==> src/rtl/i2c_cmd_pkg.sv <==
package i2c_cmd_pkg;
  localparam int N_MUX     = 4;
  localparam int SEL_W     = 2;
  localparam int MUX_IDX_W = $clog2(N_MUX);
  localparam int SELV_W    = N_MUX * SEL_W;
  localparam int CHSEL_W   = SELV_W + SEL_W;
  localparam int BYTE_W    = 8;

  typedef enum logic [2:0] {
    ST_IDLE,
    ST_ADDR,
    ST_ACK_A,
    ST_WR,
    ST_ACK_W,
    ST_RD,
    ST_ACK_R
  } bus_st_t;

  localparam logic [7:0] CMD_PDN  = 8'hA0;
  localparam logic [7:0] CMD_WAKE = 8'hA1;
  localparam logic [7:0] CMD_SRST = 8'hA5;
  localparam logic [7:0] CMD_FARM = 8'hB0;
  localparam logic [1:0] SEL_PREFIX = 2'b01;
  localparam logic [5:0] PTR_PREFIX = 6'b110000;
  localparam logic [1:0] SEL_BAD    = 2'b11;
endpackage

==> src/rtl/i2c_line_sync.sv <==
module i2c_line_sync #(
  parameter int SYNC_STAGES = 2
) (
  input  logic clk,
  input  logic rst,
  input  logic scl_in,
  input  logic sda_in,
  output logic sda_lvl,
  output logic scl_rise,
  output logic scl_fall,
  output logic bus_start,
  output logic bus_stop
);
  localparam int MSB = SYNC_STAGES - 1;

  logic [MSB:0] scl_sh, sda_sh;
  logic scl_q, sda_q, scl_lvl;

  always_ff @(posedge clk) begin
    if (rst) begin
      scl_sh <= '1;
      sda_sh <= '1;
      scl_q  <= 1'b1;
      sda_q  <= 1'b1;
    end else begin
      scl_sh <= {scl_sh[MSB-1:0], scl_in};
      sda_sh <= {sda_sh[MSB-1:0], sda_in};
      scl_q  <= scl_sh[MSB];
      sda_q  <= sda_sh[MSB];
    end
  end

  assign scl_lvl   = scl_sh[MSB];
  assign sda_lvl   = sda_sh[MSB];
  assign scl_rise  = scl_lvl & ~scl_q;
  assign scl_fall  = ~scl_lvl & scl_q;
  assign bus_start = scl_lvl & scl_q & sda_q & ~sda_lvl;
  assign bus_stop  = scl_lvl & scl_q & ~sda_q & sda_lvl;
endmodule

==> src/rtl/i2c_byte_engine.sv <==
module i2c_byte_engine
  import i2c_cmd_pkg::*;
#(
  parameter logic [6:0] SLV_ADDR = 7'h36
) (
  input  logic              clk,
  input  logic              rst,
  input  logic              sda_lvl,
  input  logic              scl_rise,
  input  logic              scl_fall,
  input  logic              bus_start,
  input  logic              bus_stop,
  input  logic              wr_accept,
  input  logic [BYTE_W-1:0] rd_data,
  output logic              sda_low,
  output logic              wr_stb,
  output logic [BYTE_W-1:0] wr_byte
);
  localparam logic [3:0] LAST_BIT = 4'(BYTE_W);

  bus_st_t           st;
  logic [3:0]        bcnt;
  logic [BYTE_W-1:0] shreg;
  logic              rw;

  always_ff @(posedge clk) begin
    if (rst) begin
      st      <= ST_IDLE;
      bcnt    <= '0;
      shreg   <= '0;
      rw      <= 1'b0;
      sda_low <= 1'b0;
      wr_stb  <= 1'b0;
    end else begin
      wr_stb <= 1'b0;
      if (bus_stop) begin
        st      <= ST_IDLE;
        sda_low <= 1'b0;
      end else if (bus_start) begin
        st      <= ST_ADDR;
        bcnt    <= '0;
        sda_low <= 1'b0;
      end else begin
        unique case (st)
          ST_ADDR, ST_WR: begin
            if (scl_rise) begin
              shreg <= {shreg[BYTE_W-2:0], sda_lvl};
              bcnt  <= bcnt + 4'd1;
            end else if (scl_fall && bcnt == LAST_BIT) begin
              bcnt <= '0;
              if (st == ST_ADDR) begin
                if (shreg[BYTE_W-1:1] == SLV_ADDR) begin
                  sda_low <= 1'b1;
                  rw      <= shreg[0];
                  st      <= ST_ACK_A;
                end else begin
                  st <= ST_IDLE;
                end
              end else begin
                wr_stb  <= 1'b1;
                sda_low <= wr_accept;
                st      <= ST_ACK_W;
              end
            end
          end
          ST_ACK_A: begin
            if (scl_fall) begin
              bcnt <= '0;
              if (rw) begin
                shreg   <= rd_data;
                sda_low <= ~rd_data[BYTE_W-1];
                st      <= ST_RD;
              end else begin
                sda_low <= 1'b0;
                st      <= ST_WR;
              end
            end
          end
          ST_ACK_W: begin
            if (scl_fall) begin
              sda_low <= 1'b0;
              st      <= ST_WR;
            end
          end
          ST_RD: begin
            if (scl_rise) begin
              bcnt <= bcnt + 4'd1;
            end else if (scl_fall) begin
              if (bcnt == LAST_BIT) begin
                sda_low <= 1'b0;
                bcnt    <= '0;
                st      <= ST_ACK_R;
              end else begin
                shreg   <= {shreg[BYTE_W-2:0], 1'b0};
                sda_low <= ~shreg[BYTE_W-2];
              end
            end
          end
          ST_ACK_R: begin
            if (scl_rise && sda_lvl) begin
              st <= ST_IDLE;
            end else if (scl_fall) begin
              shreg   <= rd_data;
              sda_low <= ~rd_data[BYTE_W-1];
              bcnt    <= '0;
              st      <= ST_RD;
            end
          end
          default: ;
        endcase
      end
    end
  end

  assign wr_byte = shreg;
endmodule

==> src/rtl/i2c_cmd_regs.sv <==
module i2c_cmd_regs
  import i2c_cmd_pkg::*;
#(
  parameter logic [7:0] FREQ_RST = 8'h40,
  parameter logic [7:0] CTRL_RST = 8'h00
) (
  input  logic               clk,
  input  logic               rst,
  input  logic               bus_start,
  input  logic               bus_stop,
  input  logic               wr_stb,
  input  logic [BYTE_W-1:0]  wr_byte,
  output logic               wr_accept,
  output logic [BYTE_W-1:0]  rd_data,
  output logic [BYTE_W-1:0]  ctrl_status,
  output logic [CHSEL_W-1:0] chan_sel,
  output logic [BYTE_W-1:0]  freq_val
);
  logic [BYTE_W-1:0] ctrl_q, freq_q;
  logic [SEL_W-1:0]  sel_q [N_MUX];
  logic [SEL_W-1:0]  last_q;
  logic [SELV_W-1:0] sel_vec;
  logic [1:0]        rd_ptr;
  logic              freq_pend;
  logic              is_sel, is_ptr, take, do_sel;

  assign is_sel = (wr_byte[7:6] == SEL_PREFIX) && (wr_byte[3:2] == 2'b00)
                  && (wr_byte[1:0] != SEL_BAD);
  assign is_ptr = (wr_byte[7:2] == PTR_PREFIX);
  assign wr_accept = freq_pend | is_sel | is_ptr | (wr_byte == CMD_PDN)
                   | (wr_byte == CMD_WAKE) | (wr_byte == CMD_SRST)
                   | (wr_byte == CMD_FARM);
  assign take   = wr_stb & wr_accept;
  assign do_sel = take & ~freq_pend & is_sel;

  generate
    for (genvar k = 0; k < N_MUX; k++) begin : g_mux
      always_ff @(posedge clk) begin
        if (rst)
          sel_q[k] <= '0;
        else if (do_sel && wr_byte[4 +: MUX_IDX_W] == MUX_IDX_W'(k))
          sel_q[k] <= wr_byte[SEL_W-1:0];
      end
      assign sel_vec[k*SEL_W +: SEL_W] = sel_q[k];
    end
  endgenerate

  always_ff @(posedge clk) begin
    if (rst) begin
      ctrl_q    <= CTRL_RST;
      freq_q    <= FREQ_RST;
      last_q    <= '0;
      rd_ptr    <= '0;
      freq_pend <= 1'b0;
    end else if (bus_start || bus_stop) begin
      freq_pend <= 1'b0;
    end else if (take) begin
      if (freq_pend) begin
        freq_q    <= wr_byte;
        freq_pend <= 1'b0;
      end else if (is_sel) begin
        last_q <= wr_byte[SEL_W-1:0];
      end else if (is_ptr) begin
        rd_ptr <= wr_byte[1:0];
      end else begin
        unique case (wr_byte)
          CMD_PDN:  ctrl_q[0] <= 1'b1;
          CMD_WAKE: ctrl_q[0] <= 1'b0;
          CMD_SRST: ctrl_q    <= CTRL_RST;
          CMD_FARM: freq_pend <= 1'b1;
          default:  ;
        endcase
      end
    end
  end

  always_comb begin
    unique case (rd_ptr)
      2'd0:    rd_data = ctrl_q;
      2'd1:    rd_data = sel_vec;
      2'd2:    rd_data = {{(BYTE_W-SEL_W){1'b0}}, last_q};
      default: rd_data = freq_q;
    endcase
  end

  assign ctrl_status = ctrl_q;
  assign chan_sel    = {last_q, sel_vec};
  assign freq_val    = freq_q;
endmodule

==> src/rtl/i2c_cmd_regctl.sv <==
module i2c_cmd_regctl
  import i2c_cmd_pkg::*;
#(
  parameter logic [6:0] SLV_ADDR    = 7'h36,
  parameter logic [7:0] FREQ_RST    = 8'h40,
  parameter logic [7:0] CTRL_RST    = 8'h00,
  parameter int         SYNC_STAGES = 2
) (
  input  logic        clk,
  input  logic        rst,
  input  logic        scl_in,
  input  logic        sda_in,
  output logic        sda_drive_low,
  output logic        pwr_down,
  output logic [7:0]  ctrl_status,
  output logic [9:0]  chan_sel,
  output logic [7:0]  freq_val
);
  logic sda_lvl, scl_rise, scl_fall, bus_start, bus_stop;
  logic wr_accept, wr_stb;
  logic [BYTE_W-1:0] wr_byte, rd_data;

  i2c_line_sync #(.SYNC_STAGES(SYNC_STAGES)) u_sync (
    .clk(clk), .rst(rst), .scl_in(scl_in), .sda_in(sda_in),
    .sda_lvl(sda_lvl), .scl_rise(scl_rise), .scl_fall(scl_fall),
    .bus_start(bus_start), .bus_stop(bus_stop)
  );

  i2c_byte_engine #(.SLV_ADDR(SLV_ADDR)) u_eng (
    .clk(clk), .rst(rst), .sda_lvl(sda_lvl), .scl_rise(scl_rise),
    .scl_fall(scl_fall), .bus_start(bus_start), .bus_stop(bus_stop),
    .wr_accept(wr_accept), .rd_data(rd_data), .sda_low(sda_drive_low),
    .wr_stb(wr_stb), .wr_byte(wr_byte)
  );

  i2c_cmd_regs #(.FREQ_RST(FREQ_RST), .CTRL_RST(CTRL_RST)) u_regs (
    .clk(clk), .rst(rst), .bus_start(bus_start), .bus_stop(bus_stop),
    .wr_stb(wr_stb), .wr_byte(wr_byte), .wr_accept(wr_accept),
    .rd_data(rd_data), .ctrl_status(ctrl_status), .chan_sel(chan_sel),
    .freq_val(freq_val)
  );

  assign pwr_down = ctrl_status[0];
endmodule

==> config.mk <==
export PLATFORM = sky130hd
export DESIGN_NAME = i2c_cmd_regctl
export DESIGN_NICKNAME = d
export VERILOG_FILES = /design/src/rtl/i2c_cmd_pkg.sv /design/src/rtl/i2c_line_sync.sv /design/src/rtl/i2c_byte_engine.sv /design/src/rtl/i2c_cmd_regs.sv /design/src/rtl/i2c_cmd_regctl.sv
export SDC_FILE = /design/constraint.sdc
export NUM_CORES = 1
export LEC_CHECK = 0
export ABC_AREA = 0
export BUFFER_PORTS_ARGS = -buffer_cell sky130_fd_sc_hd__buf_4
export CAP_MARGIN = 20
export CORE_ASPECT_RATIO = 2
export CORE_MARGIN = 4
export CORE_UTILIZATION = 35
export DETAILED_ROUTE_END_ITERATION = 7
export PLACE_DENSITY = 0.51
export SKIP_LAST_GASP = 1
export SYNTH_ARGS = -nofsm -noshare
export SYNTH_HDL_FRONTEND = slang
export SYNTH_HIERARCHICAL = 1
export SYNTH_SLANG_ARGS = --single-unit
==> constraint.sdc <==
create_clock -name clk -period 3.4 [get_ports clk]
set_input_delay 0.68 -clock clk [delete_from_list [all_inputs] [get_ports clk]]
set_output_delay 0.68 -clock clk [all_outputs]
set_load 0.03 [all_outputs]
# ---- Yosys cells after proc, flatten, opt, wreduce, memory -nomap -nowiden
# Memories as Yosys holds them, arrays and structs flattened.
# Index checks and enable logic that the tools add are counted.
dict set report op_classes {
  n_addsub 1
  eq_ne 46
  muxes 70
  bitwise_logic 35
  n_reduce_logical 33
}
# cell count
set op_table {}
lappend op_table {{$mux 8} 8}
lappend op_table {{$mux 3} 11}
lappend op_table {{$eq 8x8->1 const B} 4}
lappend op_table {{$mux 1} 32}
lappend op_table {{$mux 4} 8}
lappend op_table {{$pmux 8 s4} 1}
lappend op_table {{$pmux 8 s3} 1}
lappend op_table {{$ne 3x1->1 const B} 6}
lappend op_table {{$reduce_and 9->1} 2}
lappend op_table {{$ne 2x1->1 const B} 8}
lappend op_table {{$ne 4x1->1 const B} 4}
lappend op_table {{$pmux 4 s4} 1}
lappend op_table {{$not 1->1} 15}
lappend op_table {{$pmux 3 s5} 1}
lappend op_table {{$reduce_and 6->1} 2}
lappend op_table {{$reduce_and 11->1} 1}
lappend op_table {{$and 1x1->1} 10}
lappend op_table {{$mux 2} 5}
lappend op_table {{$ne 2x2->1 const B} 5}
lappend op_table {{$or 1x1->1} 10}
lappend op_table {{$reduce_and 10->1} 1}
lappend op_table {{$reduce_bool 5->1} 2}
lappend op_table {{$eq 3x3->1 const B} 3}
lappend op_table {{$ne 3x2->1 const B} 3}
lappend op_table {{other kinds (24)} 41}
dict set report totals {
  reg_bits 38
  ram_bits 8
  inputBits 4
  output_inout_bits 28
  wordCells 202
  mem_count 1
}
# memory depth width read_ports rd_ports_with_merged_regs wr line
set memory_table {}
lappend memory_table {u_regs.sel_q 4 2 4 0 4 i2c_cmd_regs.sv:20} ;# logic [SEL_W-1:0] sel_q [N_MUX];

# ---- Longest topological paths before layout
dict set report depth {
  word_depth 17
  depth_mapped 8
}

# ---- Modules after synthesis
# Netlist, hierarchy kept.
# module n_inst cells_per_inst area_per_inst_um2
set by_module_without_submodules {}
lappend by_module_without_submodules {i2c_cmd_regs 1 133 1367.6}
lappend by_module_without_submodules {i2c_byte_engine 1 152 1248.7}
lappend by_module_without_submodules {i2c_line_sync 1 16 190.2}
lappend by_module_without_submodules {i2c_cmd_regctl 1 1 7.5}

# ---- Worst setup path after synthesis
# Ideal clock, no wire load.
dict set report synth_timing {
  path_type {register to register}
  start {register u_sync.sda_sh[1]}
  end {register u_eng.bcnt[3]}
  setup_ns 0.070
  arrival_time_ns 1.924
  required_ns 3.330
  path_slack_ns 1.405
  stages_incl_launch_ff 7
  path_buffers 0
  period_less_slack_ns 1.995
  path_cell_list {dfxtp_1 > and4b_1 > nor2_1 > a221oi_4 > o211ai_4 > or4_1 > a21oi_1}
}
dict set report synth_between {
  elab_chain_cells 4
}
# item line
set synth_rtl {}
lappend synth_rtl {{from (decl)} i2c_line_sync.sv:16} ;# logic [MSB:0] scl_sh, sda_sh;
lappend synth_rtl {{from (signal assigned)} i2c_line_sync.sv:27} ;# sda_sh <= {sda_sh[MSB-1:0], sda_in};
lappend synth_rtl {{$not 1->1 *} i2c_line_sync.sv:37} ;# assign bus_start = scl_lvl & scl_q & sda_q & ~sda_lvl;
lappend synth_rtl {{$and 1x1->1 *} i2c_line_sync.sv:37}
lappend synth_rtl {{via bus_start} i2c_cmd_regctl.sv:19} ;# logic sda_lvl, scl_rise, scl_fall, bus_start, bus_stop;
lappend synth_rtl {{$ne 4x1->1 (no source line) (tied with other cells)} -}
lappend synth_rtl {{$reduce_and 6->1 (no source line)} -}
lappend synth_rtl {{to (signal assigned)} i2c_byte_engine.sv:48} ;# bcnt <= bcnt + 4'd1;
lappend synth_rtl {{to (signal assigned)} i2c_byte_engine.sv:87} ;# bcnt <= bcnt + 4'd1;
lappend synth_rtl {{to (decl)} i2c_byte_engine.sv:22} ;# logic [3:0] bcnt;
# The timed path passes the listed nets; every way through them passes the cells marked *.
# A chain may end at the register's enable or synchronous reset.

# ---- Worst setup path in the final report
dict set report layout_timing {
  start {register u_eng.st[1]}
  end {register u_eng.shreg[6] (netlist: u_eng/wr_byte[6])}
}
dict set report layout_between {
  elab_chain_cells 4
}
# item line
set layout_rtl {}
lappend layout_rtl {{from (decl)} i2c_byte_engine.sv:21} ;# bus_st_t st;
lappend layout_rtl {{from (signal assigned)} i2c_byte_engine.sv:28} ;# st <= ST_IDLE;
lappend layout_rtl {{from (signal assigned)} i2c_byte_engine.sv:37} ;# st <= ST_IDLE;
lappend layout_rtl {{from (signal assigned)} i2c_byte_engine.sv:40} ;# st <= ST_ADDR;
lappend layout_rtl {{$eq 3x2->1 / $eq 3x1->1 (equally long branches)} i2c_byte_engine.sv:44} ;# unique case (st)
lappend layout_rtl {{$reduce_or 2->1} i2c_byte_engine.sv:44}
lappend layout_rtl {{$ne 2x1->1 (no source line) / $reduce_bool 4->1 (equally long branches)} -}
lappend layout_rtl {{$reduce_and 11->1 (no source line)} -}
lappend layout_rtl {{to (signal assigned)} i2c_byte_engine.sv:47} ;# shreg <= {shreg[BYTE_W-2:0], sda_lvl};
lappend layout_rtl {{to (signal assigned)} i2c_byte_engine.sv:70} ;# shreg <= rd_data;
lappend layout_rtl {{to (signal assigned)} i2c_byte_engine.sv:94} ;# shreg <= {shreg[BYTE_W-2:0], 1'b0};
lappend layout_rtl {{to (decl)} i2c_byte_engine.sv:23} ;# logic [BYTE_W-1:0] shreg;
# Several ways; a longest one is shown, not always the timed one.

==> reports/qor.csv <==
metric,value,unit
H-tree depth,2,
Post-Synthesis Cell Area,2810,sq um
RR Endpoint,u_eng/wr_byte[6],
critical path required time,3.60,ns
post-CTS sizing,0,
routed wl met2,4.40,mm
Post-synth EDFFs,8,
"FFs w/ async S/R, synth",0,
"Max FO, Critical Path",19,
cts hold-fix bufs,0,
Die Ht,135,um
vias,2250,
final hold vios,0,
crit path time final,2.44,ns
Clock Sinks,46,
Final WS setup,0.964,ns
Power Density,411,nW/um^2
post-route ant nets,0,
Finished Layout Cells,409,
crit share post-route,0.717,
Slew headroom,0.481,
Max Root-Sink Buffers,2,
min-delay src,u_sync/scl_sh[0],
Worst Setup End Kind,register,
antenna violations before repair,0,
number of port buffers,24,
status,"complete, no violations",
Register-to-Register Setup Slack,0.96,ns
Max-Cap Viols,0,
CTS root buffer,clkbuf_16,
Worst Hold Class,reg2reg,
DR pass1 iterations,4,
"Seq/Total Area, Yosys",0.356,
Yosys cell types,65,
Finish-stage setup viols,0,
post-route met1 wirelength,2.73,mm
Max Clock Freq,410,MHz
design area,3080,sq um
CTS buffer count,5,
Starting Density,0.357,
Reg2Reg Depth,5,
max layer used,met4,
YS warnings,6,
initial drt markers,94,
dpl ws,0.998,ns
DR WL/cell,18.3,um
P&R area growth vs syn,9.38,%
share of post-route cells with drive strength above 1,0.147,
startpoint types,register,
maximum vdd drop,0.000350,V
gr usage total,0.161,
number of setup buffers added after CTS,0,
DIE AREA,9630,sq um
"Data arrival, critical path",2.64,ns
Die Span X,71.4,um
Clock Latency Late Sink,0.29,ns
Clock Pin Slew Worst Setup and Hold Paths,0.06,ns
GRT overflow,0,
IO Pins,32,
TritonCTS clock tree,done,
RD Place Congestion,0.892,
Avg Vias per Cell,5.50,
setup TNS,0,ns
critical path type,reg2reg,
vias in the first global route,2225,
placed cell area,2920,sq um
placed cell count,401,
first-pass GRT wire length,12.0,mm
RSZ-0062 raised after global routing,no,
DR DRC count,0,
Leak,1.06,nW
number of synthesized register bits,46,
worst clock skew,0.00427,ns
Core Region,7890,sq um
Syn Area/Cell,9.32,sq um
Routed WL,7.47,mm
pin count of the biggest net entering global routing,47,
Synth Instances,302,
ys flop type,dfxtp_1,
# diodes,0,
Final HPWL DP,5.45,mm
total power,1.26,mW
Hold Path Cell Cnt,1,
Worst R2R Start,u_eng/st[1],
fin nets,318,
met3 WL post-DR,158,um
worst-margin pin slew,0.768,ns
fin. max-slew vios,0,
std cell rows,46,
hold endpoint,u_sync/scl_sh[1],
layer usage:
metal | vias up | global-route usage
met2 | 35 | 0.316
met5 | - | 0
met3 | 9 | 0.0224
met4 | 0 | 0.0628
met1 | 1101 | 0.165
li1 | 1105 | -
cell usage after synthesis (all sizes together), types with 4 or more instances:
cell    count  share of area
buf        23          0.072
nand3b      4          0.011
nand2b      8          0.018
nand2      14          0.019
nor2b      15          0.036
nand4       6          0.016
or2         6          0.013
clkbuf      6          0.012
nor2       34          0.045
mux2i      27          0.096
o21ai       9          0.016
a21oi      23          0.041
or3         4         0.0089
a311oi      8          0.025
nor3        5         0.0089
o21bai      4          0.011
nor4b       5          0.023
dfxtp      38           0.27
edfxtp      8          0.085
inv         8          0.011
cell usage in the layout, fill, tap and decap left out, types with 3 or more instances in the layout:
master     count
nand2_1       14
nand4_1        5
edfxtp_1       8
nand2b_1       8
nand3_1        3
nor2_1        34
conb_1         7
or3_1          4
nor2b_1       14
mux2i_1       27
nand3b_1       4
o21ai_0        7
nor4b_1        3
a311oi_1       8
inv_1          8
clkbuf_16      5
nor3_1         5
a21oi_1       23
o21bai_1       4
dfxtp_1       38
or2_1          6
buf_4         26
flip-flops by register name, indices dropped and copies added (netlist names), 2 cells and up:
name,flops
u_sync/scl_sh,2
u_regs/last_q,2
u_regs/freq_val,8
u_eng/bcnt,4
u_eng/wr_byte,8
u_regs/sel_q,8
u_sync/sda_sh,2
u_regs/rd_ptr,2
u_eng/st,3
worst max path at each step:
stage / from / to / slack [ns]
floorplan: u_sync/sda_sh[1] / u_eng/bcnt[3] / 1.41
global placement: u_eng/st[1] / u_eng/wr_byte[0] / 1.06
detailed placement: u_eng/st[1] / u_eng/wr_byte[3] / 1.0
CTS: u_eng/st[1] / u_eng/wr_byte[5] / 0.98
global route: u_eng/st[1] / u_eng/wr_byte[5] / 0.68
finish: u_eng/st[1] / u_eng/wr_byte[6] / 0.96
worst max-delay path, stage by stage, from the launching register on:
cell      delay, ns
dfxtp_1        0.67
nor2b_4        0.57
a21oi_1        0.15
o22ai_2        0.55
a21oi_1        0.14
a311oi_1       0.26
area by class of cell:
cell class / instances / area [sq um]
Fill cell: 793 / 4810
Clock inverter: 2 / 33.8
Timing Repair Buffer: 26 / 195
Sequential cell: 46 / 1000
Multi-Input combinational cell: 225 / 1570
Clock buffer: 6 / 129
Inverter: 8 / 30.0
Tap cell: 96 / 120
logic make-up (layout without fill, tap and decap cells):
| group | Yosys count | count (layout) | synth area share |
|---|---|---|---|
| buffers and inverters | 37 | 42 | 0.0947 |
| muxes | 29 | 29 | 0.108 |
| DFF | 46 | 46 | 0.356 |
| adders and majority gates | 2 | 2 | 0.00889 |
| other | 1 | 7 | 0.00133 |
| and+or+nand+nor | 121 | 121 | 0.259 |
| AOI/OAI and AO/OA | 66 | 66 | 0.172 |
power by group:
part | switching, mW | internal [mW]
logic | 0.0688 | 0.0402
clock network | 0.215 | 0.345
registers | 0.0297 | 0.566
total | 0.313 | 0.951
metrics by stage:
stage,util,hold WS [ns]
2_1_floorplan,-,0.383
3_3_place_gp,0.370,0.389
3_5_place_dp,0.370,0.395
4_1_cts,0.390,0.412
5_1_grt,0.390,0.433
6_report,0.390,0.406
No activity file was read; power rests on OpenSTA's default activity.
